File: src/rtl/rdpin_pkg.sv
`timescale 1ns/1ps
// Package: shared types for the shared ready/data pin framer.
// Assumes: the phase order of a frame is QUIET, LOW, GAP, DATA.
package rdpin_pkg;

    typedef enum logic [1:0] {
        PH_QUIET = 2'd0,
        PH_LOW   = 2'd1,
        PH_GAP   = 2'd2,
        PH_DATA  = 2'd3
    } rdpin_phase_e;

    // Phase that must follow the given one within a frame.
    function automatic rdpin_phase_e rdpin_next_phase(input rdpin_phase_e ph);
        case (ph)
            PH_QUIET: return PH_LOW;
            PH_LOW:   return PH_GAP;
            PH_GAP:   return PH_DATA;
            default:  return PH_QUIET;
        endcase
    endfunction

endpackage

File: src/rtl/rdpin_timer.sv
`timescale 1ns/1ps
// Module: rdpin_timer
// Counts master clocks within a frame and decodes the frame phase.
// It also decodes the load window and the clock that enters the data window.
// Assumes: QUIET+LOW+GAP < CYCLE_CLKS and LOAD_CLKS < QUIET+LOW+GAP.
module rdpin_timer
    import rdpin_pkg::*;
#(
    parameter int CYCLE_CLKS = 384,
    parameter int QUIET_CLKS = 24,
    parameter int LOW_CLKS   = 6,
    parameter int GAP_CLKS   = 6,
    parameter int LOAD_CLKS  = 6
) (
    input  logic         clk,
    input  logic         rst_n,
    output rdpin_phase_e phase_o,
    output logic         load_win_o,
    output logic         data_start_o,
    output logic         data_win_o
);
    localparam int POS_W      = $clog2(CYCLE_CLKS);
    localparam int READY_CLKS = QUIET_CLKS + LOW_CLKS + GAP_CLKS;
    localparam logic [POS_W-1:0] POS_LAST  = POS_W'(CYCLE_CLKS - 1);
    localparam logic [POS_W-1:0] LOW_BEG   = POS_W'(QUIET_CLKS);
    localparam logic [POS_W-1:0] GAP_BEG   = POS_W'(QUIET_CLKS + LOW_CLKS);
    localparam logic [POS_W-1:0] DATA_BEG  = POS_W'(READY_CLKS);
    localparam logic [POS_W-1:0] LOAD_END  = POS_W'(LOAD_CLKS);
    localparam logic [POS_W-1:0] START_POS = POS_W'(READY_CLKS - 1);

    logic [POS_W-1:0] pos_q;

    // Frame position counter, wrapping at the frame length.
    always_ff @(posedge clk) begin
        if (!rst_n)                pos_q <= '0;
        else if (pos_q == POS_LAST) pos_q <= '0;
        else                       pos_q <= pos_q + 1'b1;
    end

    // Phase decode from the frame position.
    always_comb begin
        if (pos_q < LOW_BEG)       phase_o = PH_QUIET;
        else if (pos_q < GAP_BEG)  phase_o = PH_LOW;
        else if (pos_q < DATA_BEG) phase_o = PH_GAP;
        else                       phase_o = PH_DATA;
    end

    // Window strobes for the load and shift logic.
    assign load_win_o   = (pos_q < LOAD_END);
    assign data_start_o = (pos_q == START_POS);
    assign data_win_o   = (phase_o == PH_DATA);

    AST_POS_WRAP: assert property (@(posedge clk) disable iff (!rst_n)
        (pos_q == POS_LAST) |=> (pos_q == '0));
    AST_PHASE_ORDER: assert property (@(posedge clk) disable iff (!rst_n)
        (phase_o != $past(phase_o)) |-> (phase_o == rdpin_next_phase($past(phase_o))));
endmodule

File: src/rtl/rdpin_sclk_edge.sv
`timescale 1ns/1ps
// Module: rdpin_sclk_edge
// Brings the host serial clock into the master clock domain.
// It flags each falling edge for exactly one master clock.
// Assumes: SCLK idles low and each level lasts longer than two master clocks.
module rdpin_sclk_edge #(
    parameter int STAGES = 2
) (
    input  logic clk,
    input  logic rst_n,
    input  logic sclk_i,
    output logic fall_o
);
    logic [STAGES:0] chain_q;

    // Synchronizer chain plus one extra stage used for edge detection.
    always_ff @(posedge clk) begin
        if (!rst_n) chain_q <= '0;
        else        chain_q <= {chain_q[STAGES-1:0], sclk_i};
    end

    // Falling edge: the older sample is high and the newer sample is low.
    assign fall_o = chain_q[STAGES] & ~chain_q[STAGES-1];

    AST_FALL_SINGLE: assert property (@(posedge clk) disable iff (!rst_n)
        fall_o |=> !fall_o);
endmodule

File: src/rtl/rdpin_shifter.sv
`timescale 1ns/1ps
// Module: rdpin_shifter
// Holds the stored result and a shift register that serializes it MSB first.
// Assumes: data_start_i precedes data_win_i by one clock, and a reload takes priority over a shift.
module rdpin_shifter #(
    parameter int DATA_W = 24
) (
    input  logic              clk,
    input  logic              rst_n,
    input  logic [DATA_W-1:0] result_i,
    input  logic              load_i,
    input  logic              load_win_i,
    input  logic              data_start_i,
    input  logic              data_win_i,
    input  logic              fall_i,
    output logic              msb_o
);
    logic [DATA_W-1:0] result_q;
    logic [DATA_W-1:0] shreg_q;

    // Store the result only when the strobe falls in the load window.
    always_ff @(posedge clk) begin
        if (!rst_n)                       result_q <= '0;
        else if (load_i && load_win_i)    result_q <= result_i;
    end

    // Refill at data-window entry, then shift left on each qualified fall.
    always_ff @(posedge clk) begin
        if (!rst_n)                       shreg_q <= '0;
        else if (data_start_i)            shreg_q <= result_q;
        else if (data_win_i && fall_i)    shreg_q <= {shreg_q[DATA_W-2:0], 1'b0};
    end

    assign msb_o = shreg_q[DATA_W-1];

    AST_LOAD_GATE: assert property (@(posedge clk) disable iff (!rst_n)
        !(load_i && load_win_i) |=> $stable(result_q));
    AST_RELOAD: assert property (@(posedge clk) disable iff (!rst_n)
        data_start_i |=> (shreg_q == $past(result_q)));
    AST_HOLD_READY: assert property (@(posedge clk) disable iff (!rst_n)
        (!data_win_i && !data_start_i) |=> $stable(shreg_q));
endmodule

File: src/rtl/rdpin_framer.sv
`timescale 1ns/1ps
// Module: rdpin_framer (top)
// Drives one pin with a timed ready strobe followed by serial result data.
// Assumes: the host drives SCLK low when idle and reads only in the data window.
module rdpin_framer
    import rdpin_pkg::*;
#(
    parameter int DATA_W      = 24,
    parameter int CYCLE_CLKS  = 384,
    parameter int QUIET_CLKS  = 24,
    parameter int LOW_CLKS    = 6,
    parameter int GAP_CLKS    = 6,
    parameter int LOAD_CLKS   = 6,
    parameter int SYNC_STAGES = 2
) (
    input  logic              clk,
    input  logic              rst_n,
    input  logic [DATA_W-1:0] result_i,
    input  logic              result_load_i,
    input  logic              sclk_i,
    output logic              pin_o
);
    rdpin_phase_e phase;
    logic load_win, data_start, data_win, sclk_fall, data_bit;

    rdpin_timer #(
        .CYCLE_CLKS(CYCLE_CLKS), .QUIET_CLKS(QUIET_CLKS), .LOW_CLKS(LOW_CLKS),
        .GAP_CLKS(GAP_CLKS), .LOAD_CLKS(LOAD_CLKS)
    ) timer_i (
        .clk(clk), .rst_n(rst_n), .phase_o(phase), .load_win_o(load_win),
        .data_start_o(data_start), .data_win_o(data_win)
    );

    rdpin_sclk_edge #(.STAGES(SYNC_STAGES)) edge_i (
        .clk(clk), .rst_n(rst_n), .sclk_i(sclk_i), .fall_o(sclk_fall)
    );

    rdpin_shifter #(.DATA_W(DATA_W)) shifter_i (
        .clk(clk), .rst_n(rst_n), .result_i(result_i), .load_i(result_load_i),
        .load_win_i(load_win), .data_start_i(data_start), .data_win_i(data_win),
        .fall_i(sclk_fall), .msb_o(data_bit)
    );

    // Pin multiplexer: ready-window levels, then the data bit.
    always_comb begin
        case (phase)
            PH_LOW:  pin_o = 1'b0;
            PH_DATA: pin_o = data_bit;
            default: pin_o = 1'b1;
        endcase
    end

    AST_STROBE_AFTER_QUIET: assert property (@(posedge clk) disable iff (!rst_n)
        ($fell(pin_o) && phase == PH_LOW) |-> ($past(phase) == PH_QUIET));
    AST_GAP_HIGH_ENTRY: assert property (@(posedge clk) disable iff (!rst_n)
        ($past(phase) == PH_LOW && phase == PH_GAP) |-> $rose(pin_o));
endmodule

File: config.mk
export PLATFORM = sky130hd
export DESIGN_NAME = rdpin_framer
export DESIGN_NICKNAME = d
export VERILOG_FILES = /design/src/rtl/rdpin_pkg.sv /design/src/rtl/rdpin_timer.sv /design/src/rtl/rdpin_sclk_edge.sv /design/src/rtl/rdpin_shifter.sv /design/src/rtl/rdpin_framer.sv
export SDC_FILE = /design/constraint.sdc
export NUM_CORES = 1
export LEC_CHECK = 0
export BUFFER_PORTS_ARGS = -buffer_cell sky130_fd_sc_hd__buf_2
export CAP_MARGIN = 30
export CORE_MARGIN = 5
export CORE_UTILIZATION = 52
export DETAILED_ROUTE_END_ITERATION = 7
export HOLD_SLACK_MARGIN = 0.06
export PLACE_DENSITY = 0.72
export SYNTH_ARGS = -nofsm -noshare
export SYNTH_HDL_FRONTEND = slang
export SYNTH_HIERARCHICAL = 1
export SYNTH_SLANG_ARGS = --single-unit
export TNS_END_PERCENT = 50
File: constraint.sdc
create_clock -name clk -period 1.4 [get_ports clk]
set_input_delay 0.07 -clock clk [delete_from_list [all_inputs] [get_ports clk]]
set_output_delay 0.07 -clock clk [all_outputs]
set_load 0.1 [all_outputs]
==> results.py <==
metrics = {
    "status": {
        "status": "complete, but fails checks",
        "violations": "negative setup slack",
    },
    "timing": {
        "finalHoldViolCount": 0,
        "layout_worst_path_cycle_share": 1.15,
        "slew-limit-headroom": 0.799,
        "fin_ws_ns": -0.210,
        "fmax_mhz": 621,
        "fin_worst_skew_ns": 0.00921,
        "drv_slew": 0,
        "grt_setup_unrepaired": "true",
        "holdWs_ns": 0.129,
        "period_needed_ns": 1.61,
        "worstMarginPinSlew_ns": 0.302,
        "setup_viol": 49,
    },
    "yosys": {
        "ys_ff_latch": 60,
        "netlist_area_um2": 2560,
        "netlist_top_cells_area": "dfxtp_1 47%, mux2i_1 9.0%, nand2_1 7.9%, a21boi_1 6.2%, o21ai_0 5.1%",
        "synth_top_area_share": 0.469,
        "yosys.area.top_type": "dfxtp_1",
        "ys_types": 36,
        "syn_nets": 311,
        "syn_area_per_cell_um2": 9.09,
        "synth_warnings": 6,
        "ys_seq_area_frac": 0.469,
        "synthCells": 282,
    },
    "floorplan": {
        "initial_core_util": 0.539,
        "core_area_um2": 4750,
        "die_y_um": 80.2,
        "fp.dieW_um": 80.2,
        "rows": 25,
        "dieArea_um2": 6430,
        "num_io_pins": 29,
    },
    "placed_design": {
        "portBuffers": 28,
        "dp_cells": 382,
        "dp_hpwl_um": 3360,
        "gp_congestion": 0.813,
    },
    "clocking": {
        "h-tree-depth": 3,
        "cts-root-buf": "clkbuf_8",
        "cts_tree": "built",
        "clk_path_buf_depth": 2,
        "clk_pin_slew_ns": 0.07,
        "cts.sinks": 60,
        "clock_latency_ns": 0.34,
        "cts_buffers": 9,
    },
    "worst_setup_path": {
        "arrival_ns": 1.54,
        "required_ns": 1.33,
        "path_cells": "buf_6, o21a_1, nor2_2, o21ai_1, a21bo_2, buf_12",
        "path_class": "reg -> out",
        "end_kind": "output pin",
        "cpPeakStageDelay_ns": 0.36,
        "critPathSlowestCell": "dfxtp_2",
        "start_kind": "flip-flop",
        "crit_fanout": 4,
    },
    "global_route": {
        "grt_pass1_wl_um": 9710,
        "antenna_found_initial": 0,
        "grtUsageTotal": 0.198,
        "first_global_vias": 2123,
        "grt_overflow": 0,
        "grt_max_degree": 30,
    },
    "cells_and_area": {
        "multiInputGateArea_um2": 1290,
        "num-fill-cells": 321,
        "nets": 393,
        "diodes": 0,
        "regArea_um2": 1210,
        "final_cells": 436,
        "final_common_cell": "dfxtp_1",
        "final_layout_size_suffix_gt1_frac": 0.320,
        "syn2layout_area_growth_pct": 43.3,
        "layout_common_cells": "54 x dfxtp_1, 52 x nand2_1, 27 x buf_2",
    },
    "routing": {
        "routed_wl_um": 6550,
        "drt_iter0_drc": 100,
        "drc": 0,
        "routed-via-count": 2303,
        "post_drt_wl_per_cell_um": 15.0,
        "routed_via_density": 5.28,
        "drtPass1Iterations": 4,
        "ant_nets": 0,
    },
    "pwr": {
        "ir_worst_vdd_v": 0.000608,
        "leakage_nw": 1.66,
        "power.total_mw": 3.67,
        "power_density_nw_per_um2": 1000,
    },
    "hold_path": {
        "hold_class": "in -> reg",
    },
    "run": {
        "cap_violations": 0,
    },
}
-- final timing paths --
check / to / slack (ns) / from / cells past startpoint
min reg2reg: shifter_i/result_q[1]$_SDFFE_PN0P_ / 0.45 / shifter_i/result_q[1]$_SDFFE_PN0P_ / 2
min: timer_i/pos_q[7]$_SDFF_PP0_ / 0.13 / rst_n / 3
max: pin_o / -0.21 / timer_i/pos_q[5]$_SDFF_PP0_ / 6
max reg2reg: shifter_i/result_q[22]$_SDFFE_PN0P_ / -0.17 / timer_i/pos_q[5]$_SDFF_PP0_ / 7
-- where the power goes --
group	switching, mW	internal, mW
registers	0.0334	1.76
clock network	0.668	0.869
logic	0.150	0.197
-- cell families (layout without fill, tap and decap cells) --
group,after synthesis,count (layout),share of synthesized area
buf+inv,26,113,0.0757
fa+ha+maj,1,1,0.00488
simple gates,83,83,0.150
compound gates,86,86,0.201
flops,60,60,0.469
xor+xnor,3,3,0.0103
mux,23,23,0.0898
-- synth_stat cells (all sizes together) --
library cell	n
and2	5
o21a	1
clkbuf	4
o41ai	1
buf	17
nor2	7
inv	5
nor3	2
o211ai	1
o21ai	29
xor2	3
and2b	1
or4	1
mux2i	23
nor4	1
dfxtp	60
and3	3
a21boi	27
nand3	4
nand4	2
a21bo	1
o31ai	1
nand2	55
ha	1
a21oi	25
or3	2
-- worst max-delay path: cells and delay by family, from the launching register on --
kind	cells	cell delay [ns]
buf+inv	2	0.28
compound gates	3	0.53
simple gates	1	0.04
flops	1	0.36
-- layer usage --
metal  vias up  wire (um)  track usage
li1       1138          -            -
met1      1104       2820        0.236
met2        47       3340        0.326
met3        14        231       0.0493
met4         0        153        0.108
met5         -          0            0
-- sequential cells by signal, summed over array words and instances, names as in the netlist --
signal,cells
shifter_i/shreg_q,24
shifter_i/result_q,24
timer_i/pos_q,9
edge_i/chain_q,3
-- final cells by class --
type,count,share of cell area
Clock buffer,12,0.0395
Sequential cell,60,0.330
Inverter,5,0.00579
Timing Repair Buffer,92,0.236
Tap cell,67,0.0228
Clock inverter,4,0.0133
Multi-Input combinational cell,196,0.352
-- through the flow --
step | TNS, ns | setup WS (ns) | util | instance area [um2]
after CTS | -3.24 | -0.200 | 0.730 | 3470
final | -3.61 | -0.210 | 0.772 | 3670
after detailed placement | -2.63 | -0.106 | 0.608 | 2890
after global routing | -7.16 | -0.253 | 0.772 | 3670
after floorplan | -1.99 | -0.0687 | - | 2570
after global placement | -2.09 | -0.0937 | 0.608 | 2890
-- repair_timing --
action,4_1_cts,5_1_grt
setup buffers,6,2
setup endpoints to repair,50,56
hold buffers,25,0
endpoints found under the hold margin,25,0
cloned,2,3
pin swaps,3,18
gates resized for setup,20,49
Note: power is estimated with default switching activity, not from simulation.
